<file path="src/rtl/irq_entry_pkg.sv">
package irq_entry_pkg;

    typedef enum logic [1:0] {
        ST_IDLE   = 2'd0,
        ST_PUSH   = 2'd1,
        ST_VECTOR = 2'd2
    } seq_state_e;

    // index of the last byte to push for a given width strap
    function automatic logic [1:0] last_byte_idx(input logic [1:0] mode);
        case (mode)
            2'd1:    return 2'd1;
            2'd2:    return 2'd2;
            default: return 2'd0;
        endcase
    endfunction

endpackage

</file>
<file path="src/rtl/irq_pick.sv">
module irq_pick #(
    parameter int N     = 32,
    parameter int IDX_W = $clog2(N)
) (
    input  logic [N-1:0]     req_i,
    output logic             any_o,
    output logic [IDX_W-1:0] idx_o
);
    always_comb begin
        any_o = |req_i;
        idx_o = '0;
        for (int i = N - 1; i >= 0; i--) begin
            if (req_i[i]) idx_o = IDX_W'(i);
        end
    end

    // lowest set bit must be chosen: chosen bit set, nothing below it set
    always_comb begin
        if (any_o) begin
            p_pick_lowest_r3: assert (req_i[idx_o] &&
                ((req_i & ((N'(1) << idx_o) - N'(1))) == '0));
        end
    end
endmodule

</file>
<file path="src/rtl/irq_vec_addr.sv">
module irq_vec_addr #(
    parameter int VEC_W = 6,
    parameter int PC_W  = 22
) (
    input  logic [VEC_W-1:0] vec_i,
    input  logic             long_slot_i,
    output logic [PC_W-1:0]  addr_o
);
    logic [PC_W-1:0] vec_ext;

    always_comb begin
        vec_ext = PC_W'(vec_i);
        addr_o  = long_slot_i ? (vec_ext << 1) : vec_ext;
    end
endmodule

</file>
<file path="src/rtl/irq_entry_seq.sv">
module irq_entry_seq
    import irq_entry_pkg::*;
#(
    parameter int SRC_N = 32,
    parameter int PC_W  = 22,
    parameter int SP_W  = 16
) (
    input  logic             clk,
    input  logic             rst_n,
    input  logic             rst_req_i,
    input  logic [SRC_N-1:0] src_set_i,
    input  logic             gie_i,
    input  logic             skip_i,
    input  logic [PC_W-1:0]  pc_i,
    input  logic [SP_W-1:0]  sp_i,
    input  logic [1:0]       pc_mode_i,
    input  logic             long_vec_i,
    output logic             mem_we_o,
    output logic [SP_W-1:0]  mem_addr_o,
    output logic [7:0]       mem_wdata_o,
    output logic             busy_o,
    output logic             done_o,
    output logic             pc_load_o,
    output logic [PC_W-1:0]  pc_new_o,
    output logic             sp_load_o,
    output logic [SP_W-1:0]  sp_new_o,
    output logic             gie_clr_o,
    output logic             irq_o,
    output logic [SRC_N-1:0] pend_o
);
    localparam int IDX_W = $clog2(SRC_N);
    localparam int VEC_W = $clog2(SRC_N + 1);

    typedef struct packed {
        seq_state_e       st;
        logic [SRC_N-1:0] pend;
        logic             rst_pend;
        logic [PC_W-1:0]  ret_pc;
        logic [SP_W-1:0]  sp;
        logic [1:0]       cnt;
        logic [1:0]       last;
        logic [VEC_W-1:0] vec;
        logic             long_slot;
    } seq_regs_t;

    seq_regs_t q, d;

    logic             pick_any;
    logic [IDX_W-1:0] pick_idx;
    logic             take_rst, take_hw, can_take;
    logic [SRC_N-1:0] clr_mask;

    irq_pick #(.N(SRC_N), .IDX_W(IDX_W)) u_pick (
        .req_i (q.pend),
        .any_o (pick_any),
        .idx_o (pick_idx)
    );

    irq_vec_addr #(.VEC_W(VEC_W), .PC_W(PC_W)) u_vec (
        .vec_i       (q.vec),
        .long_slot_i (q.long_slot),
        .addr_o      (pc_new_o)
    );

    always_comb begin
        d        = q;
        can_take = (q.st == ST_IDLE) && gie_i && !skip_i;
        take_rst = can_take && q.rst_pend;
        take_hw  = can_take && !q.rst_pend && pick_any;
        clr_mask = take_hw ? (SRC_N'(1) << pick_idx) : '0;

        d.pend     = (q.pend & ~clr_mask) | src_set_i;
        d.rst_pend = (q.rst_pend & ~take_rst) | rst_req_i;

        case (q.st)
            ST_IDLE: begin
                if (take_rst || take_hw) begin
                    d.st        = ST_PUSH;
                    d.ret_pc    = pc_i;
                    d.sp        = sp_i;
                    d.cnt       = '0;
                    d.last      = last_byte_idx(pc_mode_i);
                    d.vec       = take_rst ? '0 : (VEC_W'(pick_idx) + VEC_W'(1));
                    d.long_slot = long_vec_i;
                end
            end
            ST_PUSH: begin
                d.sp  = q.sp - SP_W'(1);
                d.cnt = q.cnt + 2'd1;
                if (q.cnt == q.last) d.st = ST_VECTOR;
            end
            ST_VECTOR: begin
                d.st = ST_IDLE;
            end
            default: begin
                d.st = ST_IDLE;
            end
        endcase
    end

    always_ff @(posedge clk or negedge rst_n) begin
        if (!rst_n) begin
            q          <= '0;
            q.st       <= ST_IDLE;
        end else begin
            q <= d;
        end
    end

    always_comb begin
        mem_we_o    = (q.st == ST_PUSH);
        mem_addr_o  = q.sp;
        mem_wdata_o = 8'(q.ret_pc >> {q.cnt, 3'b000});
        busy_o      = (q.st != ST_IDLE);
        done_o      = (q.st == ST_VECTOR);
        pc_load_o   = done_o;
        sp_load_o   = done_o;
        gie_clr_o   = done_o;
        sp_new_o    = q.sp;
        irq_o       = |q.pend;
        pend_o      = q.pend;
    end

    p_skip_blocks_r1: assert property (@(posedge clk) disable iff (!rst_n)
        (q.st == ST_IDLE && skip_i) |=> (q.st == ST_IDLE));

    p_rst_first_r2: assert property (@(posedge clk) disable iff (!rst_n)
        (q.st == ST_IDLE && gie_i && !skip_i && q.rst_pend) |=> (q.vec == '0));

    p_push_step_r5: assert property (@(posedge clk) disable iff (!rst_n)
        (mem_we_o && $past(mem_we_o)) |-> (mem_addr_o == $past(mem_addr_o) - SP_W'(1)));

    p_len_bound_r6: assert property (@(posedge clk) disable iff (!rst_n)
        mem_we_o |-> (q.cnt <= 2'd2));

    p_done_pulse_r7: assert property (@(posedge clk) disable iff (!rst_n)
        done_o |=> !done_o);

    p_busy_starts_push_r7: assert property (@(posedge clk) disable iff (!rst_n)
        $rose(busy_o) |-> mem_we_o);

    p_gie_gate_r9: assert property (@(posedge clk) disable iff (!rst_n)
        (q.st == ST_IDLE && !gie_i) |=> (q.st == ST_IDLE));
endmodule

</file>
<file path="config.mk">
export PLATFORM = sky130hd
export DESIGN_NAME = irq_entry_seq
export DESIGN_NICKNAME = d
export VERILOG_FILES = /design/src/rtl/irq_entry_pkg.sv /design/src/rtl/irq_pick.sv /design/src/rtl/irq_vec_addr.sv /design/src/rtl/irq_entry_seq.sv
export SDC_FILE = /design/constraint.sdc
export NUM_CORES = 1
export LEC_CHECK = 0
export BUFFER_PORTS_ARGS = -buffer_cell sky130_fd_sc_hd__buf_2
export CORE_UTILIZATION = 27
export CTS_BUF_LIST = sky130_fd_sc_hd__clkbuf_8 sky130_fd_sc_hd__clkbuf_16
export DETAILED_ROUTE_END_ITERATION = 16
export GPL_TIMING_DRIVEN = 1
export PLACE_DENSITY = 0.62
export SLEW_MARGIN = 20
export SYNTH_ARGS = -nofsm -noshare
export SYNTH_HDL_FRONTEND = slang
export SYNTH_SLANG_ARGS = --single-unit
</file>
<file path="constraint.sdc">
create_clock -name clk -period 2.4 [get_ports clk]
set_clock_uncertainty 0.2 [all_clocks]
set_input_delay 0.24 -clock clk [delete_from_list [all_inputs] [get_ports clk]]
set_output_delay 0.24 -clock clk [all_outputs]
set_load 0.05 [all_outputs]
</file>
==> impl_metrics.ini <==
[outcome]
status = finished with violations
violations = negative setup slack

[worst_setup_path]
worstPathCellList = buf_6 -> nor4_4 -> buf_4 -> nand4_4 -> or3_4 -> buf_6 -> buf_8
reg2reg_slack_ps = -90
cp_common_cell = buf_6
regToRegStartpoint = pend_o[20]
startpoint = pend_o[20]
arrival_ps = 2070
cp_slowest_cell = dfrtp_1
cp-end-kind = output port
crit_type = reg2out
path_max_fanout = 4
required_ps = 1960
cp_slowest_stage_delay_ps = 410
r2r_cells = 10
r2r-end = q[45]
cp-start-kind = flip-flop

[place]
place_ws_ps = -235
io_buffers = 163
place_congestion = 0.848
dpl.hpwl_um = 11500

[floorplanning]
die_w_um = 139
die_h_um = 139
die-area_um2 = 19400
start_util_pct = 28.0
rows = 49
coreArea_um2 = 18200
io_pins = 179

[logic_synthesis]
synth_cells = 566
async_reset_ff_share_pct = 100
synth_area_leaders = dfrtp_1, buf_4, nand2_1
synthDistinctLibCells = 65
synth.largest_area_cell = dfrtp_1
syn_avg_cell_area_um2 = 9.01
synth_edf_count = 0
synth_area_um2 = 5100
ys_seq_elements = 84
synth_top_flop_cell = dfrtp_1
seq_area_frac_synth_pct = 41.2
synth_top_area_share_pct = 41.2
yosysWarnings = 0

[clock_tree]
htreeDepth = 3
clock-root-buffer = clkbuf_16
clk_latency_ps = 350
ctsLongestPathBuffers = 2
clk_pin_slew_ps = 60
cts_tree = built
cts_sinks = 84
numCtsBuffers = 9

[timing]
finalWorstPathRequiredPeriod_ps = 2510
hold_violations = 0
fin_ws_ps = -107
tightest_slew_ps = 558
finalSetupViolCount = 40
rsz0062_at_grt = true
period_share_pct = 104
relSlewSlack_pct = 62.8
final_max_slew_viol_count = 0
timing.fmax_ghz = 0.399

[power_and_ir_drop]
power_density_nw_per_um2 = 872
total_power_uw = 7310
peakVddDrop_uv = 781
p_leak_uw = 0.00374

[run]
timing.max_cap.violations = 0

[cells_and_area]
final_net_count = 949
area_growth_pct = 64.5
final_common_cell = buf_2
drive_gt1_share_pct = 49.0
diodes = 0
fillers = 1667
final_cell_mix = buf_2, nand2_1, buf_4

[global_routing]
grt_pass1_vias = 5129
antenna_found_initial = 0
overflow = 0
grt_max_degree = 51
groute.usage.overall_pct = 17.4
grt_pass1_wl_um = 26400

[drt]
ant_nets = 0
firstDrtPassIters = 4
vias = 5083
viasPerCell = 4.63
wl_um = 17600
wire_per_inst_um = 16.0
drc = 0
drt_iter0_drc = 227

[min_path]
hold_path_depth = 3
hp-start = sp_i[3]
hold_class = in2reg
whs_endpoint = mem_addr_o[3]
==> critical path, delay by kind of cell, from the launching register on <==
kind,cells,cell delay (ps)
buf+inv,4,600
flops,1,410
simple gates,3,730
==> cell families (layout without fill, tap and decap cells) <==
logic type,Yosys count,after routing,synth area share [%]
simple gates,229,229,23.0
fa+ha+maj,7,7,1.72
xor+xnor,5,5,0.859
mux,13,13,2.68
flops,84,84,41.2
compound gates,112,113,15.4
buf+inv,115,402,15.1
other cells,1,15,0.0736
==> how the worst max path moves through the flow <==
stage	depth (start not counted)	slack, ps	end
detailed placement	10	-240	pend_o[31]
finish	7	-110	irq_o
global route	6	-190	irq_o
global placement	11	-290	pend_o[3]
floorplan	8	-20	mem_addr_o[12]
CTS	6	-80	irq_o
==> Yosys cell counts, drive strengths merged (7+ instances only) <==
| master | n |
|---|---|
| nand2 | 112 |
| ha | 7 |
| a21oi | 16 |
| inv | 16 |
| mux2i | 8 |
| nand2b | 7 |
| buf | 94 |
| nor3 | 7 |
| dfrtp | 84 |
| nor4 | 13 |
| o21ai | 27 |
| nand3 | 27 |
| nor2 | 33 |
| a21o | 31 |
==> registers in the layout, indices dropped and copies added (netlist names) <==
signal	flops
mem_addr_o	16
q	36
pend_o	32
==> layer usage <==
layer / part of all wire, % / vias to the layer above / global-route usage (%)
met4: 1.2 / 0 / 4.68
met1: 44 / 2436 / 21.8
met2: 50 / 172 / 29.9
met5: 0 / - / 0
li1: - / 2460 / -
met3: 5.6 / 15 / 4.06
==> final cells by class <==
cell class,count,area [um2],share of cell area [%]
multi-input cells,382,2790,33.2
clock buffers,10,239,2.85
inverters,16,65.1,0.776
clock inverters,5,53.8,0.642
repair buffers,371,2850,33.9
flip-flops and latches,84,2110,25.2
well taps,229,287,3.42
==> repair_timing <==
item,in CTS,in global routing
buffers inserted,11,17
hold endpoints to repair,107,0
setup endpoints to repair,78,80
cloned,2,6
hold buffers,75,0
gates resized for setup,40,107
pin swaps,11,39
==> per-stage QoR <==
| stage | TNS (ps) | area [um2] | cells | hold slack, ps | util, % |
|---|---|---|---|---|---|
| final | -1920 | 8390 | 1097 | 9.02 | 46.1 |
| after global routing | -7000 | 8390 | 1097 | 4.31 | 46.1 |
| after CTS | -769 | 7720 | 1078 | 9.81 | 42.4 |
| after detailed placement | -9990 | 6410 | 975 | 38.3 | 35.2 |
| after global placement | -11990 | 6410 | 975 | 38.3 | 35.2 |
| after floorplan | -17.5 | 5150 | 580 | -256 | - |
==> power breakdown <==
group	switching (uW)	internal, uW	total, uW
Combinational	2570	1220	3790
Sequential	346	1770	2120
Clock	576	823	1400
Total	3490	3820	7310
Note: power is estimated with default switching activity, not from simulation.
